$ cat config.mk
export PLATFORM = sky130hd
export DESIGN_NAME = dram_cmd_guard
export DESIGN_NICKNAME = d
export VERILOG_FILES = /design/src/rtl/dcg_pkg.sv /design/src/rtl/dcg_age_cnt.sv /design/src/rtl/dcg_bank_table.sv /design/src/rtl/dcg_spacing.sv /design/src/rtl/dcg_act_window.sv /design/src/rtl/dram_cmd_guard.sv
export SDC_FILE = /design/constraint.sdc
export NUM_CORES = 1
export LEC_CHECK = 0
export BUFFER_PORTS_ARGS = -buffer_cell sky130_fd_sc_hd__buf_4
export CAP_MARGIN = 15
export CORE_MARGIN = 2
export CORE_UTILIZATION = 50
export CTS_CLUSTER_SIZE = 16
export DETAILED_ROUTE_END_ITERATION = 16
export PLACE_DENSITY = 0.63
export SLEW_MARGIN = 20
export SYNTH_ARGS = -nofsm -noshare
export SYNTH_HDL_FRONTEND = slang
export SYNTH_SLANG_ARGS = --single-unit
$ cat constraint.sdc
create_clock -name clk -period 5.9 [get_ports clk]
set_input_delay 0.59 -clock clk [delete_from_list [all_inputs] [get_ports clk]]
set_output_delay 0.59 -clock clk [all_outputs]
set_load 0.05 [all_outputs]
$ cat src/rtl/dcg_pkg.sv
// Shared types for the DRAM command timing guard.
// Assumes a 2-bit command kind field driven by the scheduler.
package dcg_pkg;
    typedef enum logic [1:0] {
        CMD_NONE = 2'b00,
        CMD_ACT  = 2'b01,
        CMD_CAS  = 2'b10,
        CMD_PRE  = 2'b11
    } dcg_cmd_e;
endpackage

$ cat src/rtl/dcg_age_cnt.sv
// Saturating age counter: done is high once at least LIMIT cycles have passed
// since the last restart. Starts saturated out of reset, so nothing is pending.
// Assumes restart in cycle c makes done true from cycle c+LIMIT on.
module dcg_age_cnt #(
    parameter int unsigned LIMIT = 4
) (
    input  logic clk,
    input  logic rst_n,
    input  logic restart,
    output logic done
);
    localparam int unsigned CAP   = (LIMIT == 0) ? 1 : LIMIT;
    localparam int          AW    = $clog2(CAP + 1);
    localparam logic [AW-1:0] CAP_V = AW'(CAP);

    logic [AW-1:0] age_q;

    // Count cycles since the last restart, holding at the cap.
    always_ff @(posedge clk) begin
        if (!rst_n)
            age_q <= CAP_V;
        else if (restart)
            age_q <= AW'(1);
        else if (age_q != CAP_V)
            age_q <= age_q + AW'(1);
    end

    assign done = (LIMIT == 0) || (age_q >= CAP_V);
endmodule

$ cat src/rtl/dcg_bank_table.sv
// Per-bank row state: open flag plus ages since ACT and since PRE.
// Reports, for the addressed bank, whether it is open and which of the
// row-to-column, row-active and precharge intervals have elapsed.
// Assumes act_ev/pre_ev are already qualified as legal for the bank.
module dcg_bank_table #(
    parameter int unsigned BANKS  = 16,
    parameter int unsigned T_RCD  = 17,
    parameter int unsigned T_RAS  = 39,
    parameter int unsigned T_RP   = 17,
    localparam int         BANK_W = $clog2(BANKS)
) (
    input  logic              clk,
    input  logic              rst_n,
    input  logic [BANK_W-1:0] bank,
    input  logic              act_ev,
    input  logic              pre_ev,
    output logic              is_open,
    output logic              rcd_ok,
    output logic              ras_ok,
    output logic              rp_ok
);
    logic [BANKS-1:0] open_q;
    logic [BANKS-1:0] rcd_done;
    logic [BANKS-1:0] ras_done;
    logic [BANKS-1:0] rp_done;

    for (genvar i = 0; i < BANKS; i++) begin : g_bank
        logic hit;
        assign hit = (bank == BANK_W'(i));

        // Track whether this bank holds an open row.
        always_ff @(posedge clk) begin
            if (!rst_n)
                open_q[i] <= 1'b0;
            else if (hit && act_ev)
                open_q[i] <= 1'b1;
            else if (hit && pre_ev)
                open_q[i] <= 1'b0;
        end

        dcg_age_cnt #(.LIMIT(T_RCD)) u_rcd (
            .clk(clk), .rst_n(rst_n), .restart(hit && act_ev), .done(rcd_done[i]));
        dcg_age_cnt #(.LIMIT(T_RAS)) u_ras (
            .clk(clk), .rst_n(rst_n), .restart(hit && act_ev), .done(ras_done[i]));
        dcg_age_cnt #(.LIMIT(T_RP)) u_rp (
            .clk(clk), .rst_n(rst_n), .restart(hit && pre_ev), .done(rp_done[i]));
    end

    assign is_open = open_q[bank];
    assign rcd_ok  = rcd_done[bank];
    assign ras_ok  = ras_done[bank];
    assign rp_ok   = rp_done[bank];
endmodule

$ cat src/rtl/dcg_spacing.sv
// Command-to-command spacing for one command class (ACT or CAS).
// A rank-wide short interval applies to every pair of commands, and a long
// interval applies between commands to the same group. In flat mode the
// caller passes one group and T_LONG equal to T_SHORT.
module dcg_spacing #(
    parameter int unsigned GROUPS  = 4,
    parameter int unsigned T_SHORT = 4,
    parameter int unsigned T_LONG  = 6,
    localparam int         GRP_W   = (GROUPS > 1) ? $clog2(GROUPS) : 1
) (
    input  logic             clk,
    input  logic             rst_n,
    input  logic [GRP_W-1:0] grp,
    input  logic             ev,
    output logic             ok
);
    logic             short_ok;
    logic [GROUPS-1:0] grp_ok;

    dcg_age_cnt #(.LIMIT(T_SHORT)) u_any (
        .clk(clk), .rst_n(rst_n), .restart(ev), .done(short_ok));

    for (genvar g = 0; g < GROUPS; g++) begin : g_grp
        dcg_age_cnt #(.LIMIT(T_LONG)) u_same (
            .clk(clk), .rst_n(rst_n), .restart(ev && (grp == GRP_W'(g))), .done(grp_ok[g]));
    end

    assign ok = short_ok && grp_ok[grp];
endmodule

$ cat src/rtl/dcg_act_window.sv
// Rolling activate window: a ring of DEPTH slots, each aging from the ACT it
// recorded. The pointer always names the oldest slot, which must be at least
// T_WIN cycles old before another ACT is allowed. T_WIN of 0 disables it.
module dcg_act_window #(
    parameter int unsigned DEPTH = 4,
    parameter int unsigned T_WIN = 26,
    localparam int         PW    = (DEPTH > 1) ? $clog2(DEPTH) : 1
) (
    input  logic clk,
    input  logic rst_n,
    input  logic ev,
    output logic ok
);
    if (T_WIN == 0) begin : g_off
        assign ok = 1'b1;
    end else begin : g_on
        logic [PW-1:0]    ptr_q;
        logic [DEPTH-1:0] slot_ok;

        // Advance to the next-oldest slot after recording an ACT.
        always_ff @(posedge clk) begin
            if (!rst_n)
                ptr_q <= '0;
            else if (ev)
                ptr_q <= (ptr_q == PW'(DEPTH - 1)) ? '0 : ptr_q + PW'(1);
        end

        for (genvar s = 0; s < DEPTH; s++) begin : g_slot
            dcg_age_cnt #(.LIMIT(T_WIN)) u_slot (
                .clk(clk), .rst_n(rst_n), .restart(ev && (ptr_q == PW'(s))), .done(slot_ok[s]));
        end

        assign ok = slot_ok[ptr_q];
    end
endmodule

$ cat src/rtl/dram_cmd_guard.sv
// Bank-group-aware DRAM command timing guard.
// Combinationally grants the presented ACT, CAS or PRE when every timing and
// row-state rule holds. Updates state only on cycles with cmd_fire. A fired
// command that breaks the row state (CAS to closed, ACT to open) changes no
// state and raises proto_err on the next cycle. Assumes banks are numbered
// group-major: bank group = cmd_bank / (BANKS / BG_COUNT).
module dram_cmd_guard #(
    parameter int unsigned BANKS    = 16,
    parameter int unsigned BG_COUNT = 4,
    parameter int unsigned T_CCD_S  = 4,
    parameter int unsigned T_CCD_L  = 6,
    parameter int unsigned T_RRD_S  = 4,
    parameter int unsigned T_RRD_L  = 6,
    parameter int unsigned T_FAW    = 26,
    parameter int unsigned FAW_ACTS = 4,
    parameter int unsigned T_RCD    = 17,
    parameter int unsigned T_RP     = 17,
    parameter int unsigned T_RAS    = 39,
    localparam int         BANK_W   = $clog2(BANKS)
) (
    input  logic              clk,
    input  logic              rst_n,
    input  logic              cmd_valid,
    input  logic [1:0]        cmd_kind,
    input  logic [BANK_W-1:0] cmd_bank,
    input  logic              cmd_fire,
    output logic              grant_act,
    output logic              grant_cas,
    output logic              grant_pre,
    output logic              proto_err
);
    import dcg_pkg::*;

    localparam int unsigned NG    = (BG_COUNT == 0) ? 1 : BG_COUNT;
    localparam int unsigned BPG   = BANKS / NG;
    localparam int          GRP_W = (NG > 1) ? $clog2(NG) : 1;
    localparam int unsigned TCL   = (BG_COUNT == 0) ? T_CCD_S : T_CCD_L;
    localparam int unsigned TRL   = (BG_COUNT == 0) ? T_RRD_S : T_RRD_L;

    logic [GRP_W-1:0] grp;
    logic is_act, is_cas, is_pre, fire;
    logic is_open, rcd_ok, ras_ok, rp_ok;
    logic act_space_ok, cas_space_ok, win_ok;
    logic act_ev, cas_ev, pre_ev, err_d, err_q;

    assign grp    = GRP_W'(cmd_bank / BPG);
    assign is_act = cmd_valid && (cmd_kind == CMD_ACT);
    assign is_cas = cmd_valid && (cmd_kind == CMD_CAS);
    assign is_pre = cmd_valid && (cmd_kind == CMD_PRE);
    assign fire   = cmd_valid && cmd_fire;

    // Only commands legal for the row state move any state.
    assign act_ev = fire && is_act && !is_open;
    assign cas_ev = fire && is_cas && is_open;
    assign pre_ev = fire && is_pre && is_open;
    assign err_d  = fire && ((is_act && is_open) || (is_cas && !is_open));

    dcg_bank_table #(.BANKS(BANKS), .T_RCD(T_RCD), .T_RAS(T_RAS), .T_RP(T_RP)) u_banks (
        .clk(clk), .rst_n(rst_n), .bank(cmd_bank), .act_ev(act_ev), .pre_ev(pre_ev),
        .is_open(is_open), .rcd_ok(rcd_ok), .ras_ok(ras_ok), .rp_ok(rp_ok));

    dcg_spacing #(.GROUPS(NG), .T_SHORT(T_RRD_S), .T_LONG(TRL)) u_act_sp (
        .clk(clk), .rst_n(rst_n), .grp(grp), .ev(act_ev), .ok(act_space_ok));

    dcg_spacing #(.GROUPS(NG), .T_SHORT(T_CCD_S), .T_LONG(TCL)) u_cas_sp (
        .clk(clk), .rst_n(rst_n), .grp(grp), .ev(cas_ev), .ok(cas_space_ok));

    dcg_act_window #(.DEPTH(FAW_ACTS), .T_WIN(T_FAW)) u_win (
        .clk(clk), .rst_n(rst_n), .ev(act_ev), .ok(win_ok));

    // Register the protocol-error pulse for the cycle after a forced command.
    always_ff @(posedge clk) begin
        if (!rst_n)
            err_q <= 1'b0;
        else
            err_q <= err_d;
    end

    assign grant_act = is_act && !is_open && rp_ok && act_space_ok && win_ok;
    assign grant_cas = is_cas && is_open && rcd_ok && cas_space_ok;
    assign grant_pre = is_pre && is_open && ras_ok;
    assign proto_err = err_q;
endmodule

Word-level counts from Yosys, hierarchy flattened
Cells that the tools add are included.
{ "op_classes": {"eq_ne": 86, "order_cmp": 65, "addsub": 63, "n_reduce_logical": 189, "n_mux": 171, "bitwise": 1} }
{ "ops": {"columns": ["cell", "n"], "rows": [
  ["$mux W5", 72],
  ["$mux W6", 32],
  ["$add A5 B1 Y5 const B", 36],
  ["$ge A5 B5 Y1 const B", 36],
  ["$ne A5 B5 Y1 const B", 36],
  ["$reduce_bool A2 Y1", 78],
  ["$add A6 B1 Y6 const B", 16],
  ["$ge A6 B6 Y1 const B", 16],
  ["$ne A6 B6 Y1 const B", 16],
  ["$reduce_or A2 Y1", 38],
  ["$logic_and A1 B1 Y1", 68],
  ["$mux W3", 20],
  ["$mux W1", 39],
  ["$eq A4 B4 Y1 const B", 8],
  ["$add A3 B1 Y3 const B", 10],
  ["$ge A3 B3 Y1 const B", 10],
  ["$ne A3 B3 Y1 const B", 10],
  ["$bmux W1 S4", 4],
  ["$eq A4 B3 Y1 const B", 4],
  ["$eq A2 B2 Y1 const B", 6],
  ["$eq A4 B2 Y1 const B", 2],
  ["$bmux W1 S2", 3],
  ["$eq A2 B1 Y1 const B", 3],
  ["$lt A2 B3 Y1 const B", 2],
  ["9 further kinds", 10]
]} }
{ "word_totals": {"inputBits": 10, "register_bits": 325, "elab_cells": 709, "out_inout_bits": 4} }

Depth between registers and ports, before layout
Gate-level depths: netlist of the first run.
{ "depth": {"ltp_word": 7, "depth_mapped": 9, "ltp_nobuf": 7} }

By module
Synthesis of the first run repeated with hierarchy kept, for this count alone.
{ "hier_totals": {"hier_cells": 1825, "hier_area_um2": 17440.5} }
{ "by_module_without_submodules": {"columns": ["mod", "cells_per_inst", "seq_area_each_um2", "area_each_um2", "instances"], "rows": [
  ["dcg_age_cnt at u_banks.g_bank[0].u_rcd ...", 24, 100.1, 247.7, 32],
  ["dcg_age_cnt at u_banks.g_bank[0].u_ras ...", 37, 120.1, 309.0, 16],
  ["dcg_age_cnt at u_act_sp.g_grp[0].u_same ...", 18, 60.1, 178.9, 8],
  ["dcg_bank_table", 140, 320.3, 1296.2, 1],
  ["dcg_age_cnt at u_win.g_on.g_slot[0].u_slot ...", 23, 100.1, 261.5, 4],
  ["dcg_age_cnt at u_act_sp.u_any ...", 19, 60.1, 183.9, 2],
  ["dcg_act_window", 19, 40.0, 186.4, 1],
  ["dcg_spacing", 7, 0.0, 61.3, 2],
  ["dram_cmd_guard", 18, 20.0, 117.6, 1]
]} }

Least setup slack after synthesis of the first run
No wires, ideal clock.
{ "synth_path": {"kind": "input to output", "start": "input port cmd_bank[0]", "end": "output port grant_act", "cell_stages": 7, "required_ns": 5.310, "path_slack_ns": 1.778, "path_buffers": 2, "arrival_ns": 3.532, "cell_sequence": "buf_6 > mux4_2 > or2_0 > clkbuf_1 > a32oi_4 > nand3_1 > nor4_1"} }
{ "synth_via": {"elab_chain_len": 7, "word_cells_on_any_way": 9, "cone_classes": "mux: 4; reduce/logical: 5"} }
{ "synth_lines": {"columns": ["element", "line_no", "rtl"], "rows": [
  ["from (decl)", "dram_cmd_guard.sv:25", "input logic [BANK_W-1:0] cmd_bank,"],
  ["$bmux W1 S4", "dcg_bank_table.sv:49", "assign is_open = open_q[bank];"],
  ["$mux W1 (implied by the code)", "dcg_bank_table.sv:49", null],
  ["$logic_not A1 Y1", "dram_cmd_guard.sv:79", "assign grant_act = is_act && !is_open && rp_ok && act_space_ok && win_ok;"],
  ["$logic_and A1 B1 Y1", "dram_cmd_guard.sv:79", null],
  ["$logic_and A1 B1 Y1 * (3 in series)", "dram_cmd_guard.sv:79", null],
  ["to (decl)", "dram_cmd_guard.sv:27", "output logic grant_act,"]
]} }
Every way passes the cells marked *; elsewhere a longest branch is shown, timed or not. The select of a mux whose other input is x is not followed.

Worst setup path in the final report of the first run
Same ends and word-level chain as after synthesis.

==> results of run 1 <==
==> synthesized netlist by cell type (21+ instances only) <==
master,instances,area [um2]
and3_1,24,150.1
xor2_1,139,1217
nand2_1,143,536.8
o21ai_0,187,935.9
mux2i_1,21,210.2
nand3_1,155,775.7
a21oi_1,33,165.2
inv_1,54,202.7
xnor2_1,81,709.4
clkbuf_1,46,172.7
nor2_1,164,615.6
or4_1,25,187.7
nor3_1,73,365.4
ha_1,112,1401
dfxtp_1,325,6506
==> power groups by stage <==
stage	registers (mW)	logic [mW]	clock network [mW]
floorplan	3.15	2.35	0
global route	3.31	3.25	2.31
CTS	3.22	2.82	2.23
finish	3.22	2.80	2.16
detailed placement	3.26	2.80	0
global placement	3.25	2.73	0
==> routing by layer <==
metal	global-route usage	up-vias	wire [um]
li1	-	6467	-
met1	0.2948	5885	17190
met2	0.3358	191	15510
met3	0.02872	50	1447
met4	0.05472	0	690
met5	0	-	0
==> worst max-delay path, delay by kind of cell <==
kind,cells,cell delay [ns]
mux,1,0.56
buf+inv,2,0.70
compound gates,1,0.45
simple gates,3,1.03
==> state kept, by name, summed over array words and instances, names as in the netlist, 3 cells and up <==
signal	count
u_banks.open_q	16
u_banks.g_bank.u_rp.age_q	80
u_banks.g_bank.u_ras.age_q	96
u_win.g_on.g_slot.u_slot.age_q	20
u_cas_sp.u_any.age_q	3
u_cas_sp.g_grp.u_same.age_q	12
u_act_sp.u_any.age_q	3
u_banks.g_bank.u_rcd.age_q	80
u_act_sp.g_grp.u_same.age_q	12
==> stage by stage <==
step | util | setup WS (ns) | cells | hold WS [ns] | instance area [um2]
2_1_floorplan | - | 1.778 | 1833 | 0.4367 | 16180
3_3_place_gp | 0.5228 | 1.988 | 2195 | 0.4773 | 16580
3_5_place_dp | 0.5228 | 2.033 | 2195 | 0.4700 | 16580
4_1_cts | 0.5585 | 2.019 | 2255 | 0.3227 | 17710
5_1_grt | 0.5585 | 1.877 | 2255 | 0.3340 | 17710
6_report | 0.5585 | 1.953 | 2256 | 0.3369 | 17720
==> area by class of cell <==
class	instances	area, um2
Antenna cell	1	2.502
Clock buffer	54	1050
Clock inverter	6	80.08
Fill cell	2908	14000
Inverter	56	210.2
Multi-Input combinational cell	1393	9209
Sequential cell	325	6506
Tap cell	402	503.0
Timing Repair Buffer	19	155.1
==> logic make-up (layout without fill, tap and decap cells) <==
family,count (synthesis),in the layout
adder cells (fa/ha/maj),112,112
AO/OA/AOI/OAI,346,346
buffers and inverters,115,135
AND/OR/NAND/NOR,685,685
other,0,1
multiplexers,30,30
flip-flops,325,325
XOR/XNOR,220,220
==> path summary, 6_finish.rpt <==
check | start | end | slack (ns) | depth (start not counted)
max | cmd_bank[0] | grant_act | 1.95 | 7
min | cmd_fire | u_cas_sp.u_any.age_q[1] | 0.34 | 2
max reg2reg | u_banks.open_q[7] | u_banks.g_bank[2].u_ras.age_q[1] | 3.27 | 6
min reg2reg | u_banks.open_q[6] | u_banks.open_q[6] | 0.48 | 2
==> impl_metrics.ini, run 1 <==
[status]
status = finished clean

[logic_synthesis]
netlist_area_um2 = 16180
avgSynthCellArea_um2 = 8.827
yosys.area_share.simple = 0.2063
synth_compound_area_frac = 0.1344
synthFlopType = dfxtp_1
synth-seq-cells = 325
synthMuxAreaShare = 0.02273
yosys_warnings = 0
synth_top_family_by_area = simple AND/OR/NAND/NOR gates
synth_edf_count = 0
synthCells = 1833
synth_cell_type_count = 66
async_reset_ff_frac = 0
seq_area_frac_synth = 0.4021
synthAdderAreaFrac = 0.08661
synthXorXnorAreaFrac = 0.1191
synth.net_count = 1955

[routing]
drc = 0
dr.pass1.iters = 5
detail-route-antenna-nets = 0
drt-vias-per-instance = 5.582
vias = 12590
routedWlPerCell_um = 15.44
dr.first_iter.drc_count = 826
routed_wl_um = 34840

[timing]
fin_crit_sh = 0.6689
fin_worst_skew_ns = 0.008932
max_clock_freq_ghz = 0.2534
setup_viol = 0
final.setup.tns_ns = 0
fin_crit_ns = 3.947
slew_headroom = 0.2868
finalHoldViolCount = 0
slew_viol_final = 0
tightest_slew_ns = 1.068
rsz0062_at_grt = no

[pwr]
ir_drop_mv = 0.2818
switching_share = 0.3486
design_power_total_mw = 8.185
intPower_mw = 5.332
powerDensity_nw_per_um2 = 462.0
power.share.sequential = 0.394
p_switching_mw = 2.853
p_leak_nw = 6.946
p_comb_frac = 0.342
clockPowerShare = 0.264

[global_route]
overflow = 0
grt.total_usage = 0.2089
grt_max_degree = 129
grt_pass1_wl_um = 58130
grt_pass1_vias = 11810
antenna_found_initial = 1

[clock_tree]
insertion_delay_ns = 0.50
cts_setup_buffers = 0
root_buffer = clkbuf_16
ctsHoldBuffers = 0
cts.sinks = 325
path_clk_slew_ns = 0.05
cts_resized = 0
clock_path_buffers = 3
cts_buffers = 37
cts_tree = yes
h-tree-depth = 2

[finish]
final_cell_mix = dfxtp_1, o21ai_0, nor2_1, nand3_1, nand2_1
layout-drive-gt1-share = 0.05289
final_common_cell = dfxtp_1
final_nets = 1954
syn2layout_area_growth_pct = 9.488

[worst_setup_path]
slowest_stage = nor4_1
path_cells = buf_4, mux4_2, or2_0, a32oi_4, nand3_1, nor4_1, buf_4
worstSetupPathType = primary input to output pin
crit_path_max_incr_delay_ns = 0.59
required_ns = 5.31
worstPathMaxFanout = 36
cp-end-kind = output pin
cp_data_arrival_time_ns = 3.36
cp_common_cell = buf_4
worstSetupStartpointType = primary input

[placement]
gp_congestion = 0.8345
post-dp-hpwl_um = 23810
port_buffers = 13

[die]
start_util = 0.5101
die_w_um = 183.9
core_area_um2 = 31720
die_y_um = 183.9
floorplan.rows = 65
io_pins = 14
dieArea_um2 = 33820

[worst_hold_path]
hold_class = primary input to register

[flow_run]
max_cap_viol_count = 0
No activity file was read; power rests on OpenSTA's default activity.
==> run 2, diff against run 1 <==
--- a/config.mk
+++ b/config.mk
@@ -5,6 +5,7 @@
 export SDC_FILE = /design/constraint.sdc
 export NUM_CORES = 1
 export LEC_CHECK = 0
+export ABC_AREA = 1
 export BUFFER_PORTS_ARGS = -buffer_cell sky130_fd_sc_hd__buf_4
 export CAP_MARGIN = 15
 export CORE_MARGIN = 2
==> constraint.sdc (replaced) <==
create_clock -name clk -period 3.8 [get_ports clk]
set_input_delay 0.38 -clock clk [delete_from_list [all_inputs] [get_ports clk]]
set_output_delay 0.38 -clock clk [all_outputs]
set_load 0.05 [all_outputs]
==> impl_metrics.ini, run 2 <==
[logic_synthesis]
synthAdderAreaFrac = 0.08338
synth_compound_area_frac = 0.04899
async_reset_ff_frac = 0
synthMuxAreaShare = 0.02442
synth_top_family_by_area = simple AND/OR/NAND/NOR gates
synth_cell_type_count = 45
avgSynthCellArea_um2 = 7.486
synth.net_count = 2367
synth_area_leaders = dfxtp_1, nand2_1, ha_1
seq_area_frac_synth = 0.3871
synthFlopType = dfxtp_1
synthXorXnorAreaFrac = 0.09172
synth_top_area_frac = 0.3871
synth_edf_count = 0
synth_common_cells = nand2_1, dfxtp_1, nor2_1
yosys_warnings = 0
synth-seq-cells = 325
yosys.cell_count.top_type = nand2_1
synth_top_area_cell = dfxtp_1
netlist_area_um2 = 16810
synthCells = 2245
yosys.area_share.simple = 0.2946

[worst_setup_path]
worstSetupStartpointType = register
rr_endpoint = u_banks.g_bank[0].u_ras.age_q[0]
r2r_slack_ns = 1.59
crit_path_max_incr_delay_ns = 0.36
cp_data_arrival_time_ns = 2.50
required_ns = 3.42
path_cells = ha_1, nand2_1, inv_1, nand4_1, nand3_1, o21ai_0, nand2_1, nand2_1, nor2_1, nand2_1, nor2_1, buf_4
rr_startpoint = u_banks.open_q[1]
cp-startpoint = u_banks.g_bank[0].u_ras.age_q[0]
worstPathMaxFanout = 4
worstSetupPathType = register to output pin
cp-end-kind = output pin
slowest_stage = dfxtp_1
cp_common_cell = nand2_1
r2r_cells = 13

[die]
dieArea_um2 = 35090
die_y_um = 187.3
start_util = 0.5050
core_area_um2 = 33280
floorplan.rows = 67
io_pins = 14
die_w_um = 187.3

[finish]
final_cell_mix = nand2_1, dfxtp_1, nor2_1, inv_1, nand3_1
fillerInstances = 3189
largestRegisters = u_banks.g_bank.u_ras.age_q (96), u_banks.g_bank.u_rcd.age_q (80), u_banks.g_bank.u_rp.age_q (80)
top_register = u_banks.g_bank.u_ras.age_q
syn2layout_area_growth_pct = 10.52
largest_reg_flops = 96
layout-drive-gt1-share = 0.06038
final_nets = 2398
final_common_cell = nand2_1

[timing]
fin_crit_ns = 2.882
max_clock_freq_ghz = 0.3469
fin_worst_skew_ns = 0.009120
final.setup.tns_ns = 0
tightest_slew_ns = 1.064
finalHoldViolCount = 0
setup_viol = 0
slew_headroom = 0.2855
rsz0062_at_grt = no
fin_crit_sh = 0.7585
slew_viol_final = 0

[status]
status = finished clean

[placement]
post-dp-hpwl_um = 26430
gp_congestion = 0.8488
port_buffers = 13

[global_route]
overflow = 0
grt_pass1_vias = 13150
antenna_found_initial = 3
grt.total_usage = 0.2094
grt_pass1_wl_um = 61420
grt_max_degree = 79

[clock_tree]
cts_buffers = 38
path_clk_slew_ns = 0.05
cts.sinks = 325
cts_setup_buffers = 0
root_buffer = clkbuf_16
clock_path_buffers = 3
cts_tree = yes
insertion_delay_ns = 0.52
h-tree-depth = 2
cts_resized = 0
ctsHoldBuffers = 0

[pwr]
design_power_total_mw = 13.34
ir_drop_mv = 0.4648
powerDensity_nw_per_um2 = 718.1
p_leak_nw = 8.989

[routing]
vias = 13830
drt-vias-per-instance = 5.025
drc = 0
dr.pass1.iters = 8
routed_wl_um = 36460
dr.first_iter.drc_count = 846
detail-route-antenna-nets = 0
routedWlPerCell_um = 13.24

[worst_hold_path]
hp-start = rst_n
whs_endpoint = u_banks.g_bank[0].u_ras.age_q[1]
worstHoldPathCells = 2
hold_class = primary input to register

[flow_run]
max_cap_viol_count = 0
## run 2: cell count changes after synthesis, sizes merged, moves of 23 or more
| cell | before | now |
|---|---|---|
| nand2 | 143 | 510 |
| inv | 54 | 265 |
| nor2 | 164 | 299 |
| nand3 | 155 | 256 |
| o21ai | 187 | 88 |
| xnor2 | 81 | 26 |
| nor3 | 74 | 23 |
| clkbuf | 46 | 18 |
| or4 | 25 | 0 |
| and3 | 24 | 1 |
## run 2: metrics by stage
stage,cell area [um2],hold slack [ns],std cells,worst slack [ns],util
final,18570,0.3061,2753,0.9177,0.5581
after detailed placement,17380,0.4575,2684,1.031,0.5222
after global routing,18570,0.3349,2751,0.7127,0.5580
after floorplan,16810,0.4411,2245,1.461,-
after CTS,18570,0.3144,2750,0.9021,0.5579
after global placement,17380,0.4556,2684,1.090,0.5222
## run 2: power by group
part	switching, mW	total, mW	internal [mW]
registers	0.689	4.88	4.19
clock network	1.39	3.46	2.08
logic	2.88	4.99	2.11
total	4.96	13.3	8.38
## run 2: worst max path at each step
stage	to	slack, ns	depth (start not counted)
final	grant_pre	0.92	12
after floorplan	grant_act	1.46	10
after detailed placement	grant_act	1.03	9
after global placement	grant_act	1.09	9
after global routing	grant_pre	0.71	12
after CTS	grant_pre	0.90	12
## run 2: layout make-up
cell class                      instances  area [um2]  share of cell area
Antenna cell                            3       7.507           0.0004042
Sequential cell                       325        6506              0.3503
Tap cell                              448       560.5             0.03018
Clock buffer                           60        1155             0.06218
Clock inverter                          6       33.78            0.001819
Inverter                              266        1001             0.05389
Timing Repair Buffer                   21       173.9            0.009363
Multi-Input combinational cell       1624        9136              0.4919
## run 2: cell families (layout without fill, tap and decap cells)
family                   count (synthesis)  in the layout
AND/OR/NAND/NOR                       1145           1145
flip-flops                             325            325
buffers and inverters                  296            353
XOR/XNOR                               176            176
AO/OA/AOI/OAI                          151            151
adder cells (fa/ha/maj)                112            112
multiplexers                            40             40
other                                    0              3
## run 2: worst max-delay path, delay by kind of cell, from the launching register on
kind / cells / cell delay (ns)
fa+ha+maj: 1 / 0.18
buf+inv: 2 / 0.31
simple gates: 8 / 0.99
compound gates: 1 / 0.14
flops: 1 / 0.36
## run 2: metal layers
layer	wire length [um]	GRT usage	vias to the layer above
met5	0	0	-
met2	16600	0.3596	218
li1	-	-	7203
met4	1102	0.07418	0
met1	17330	0.2666	6330
met3	1424	0.03283	82
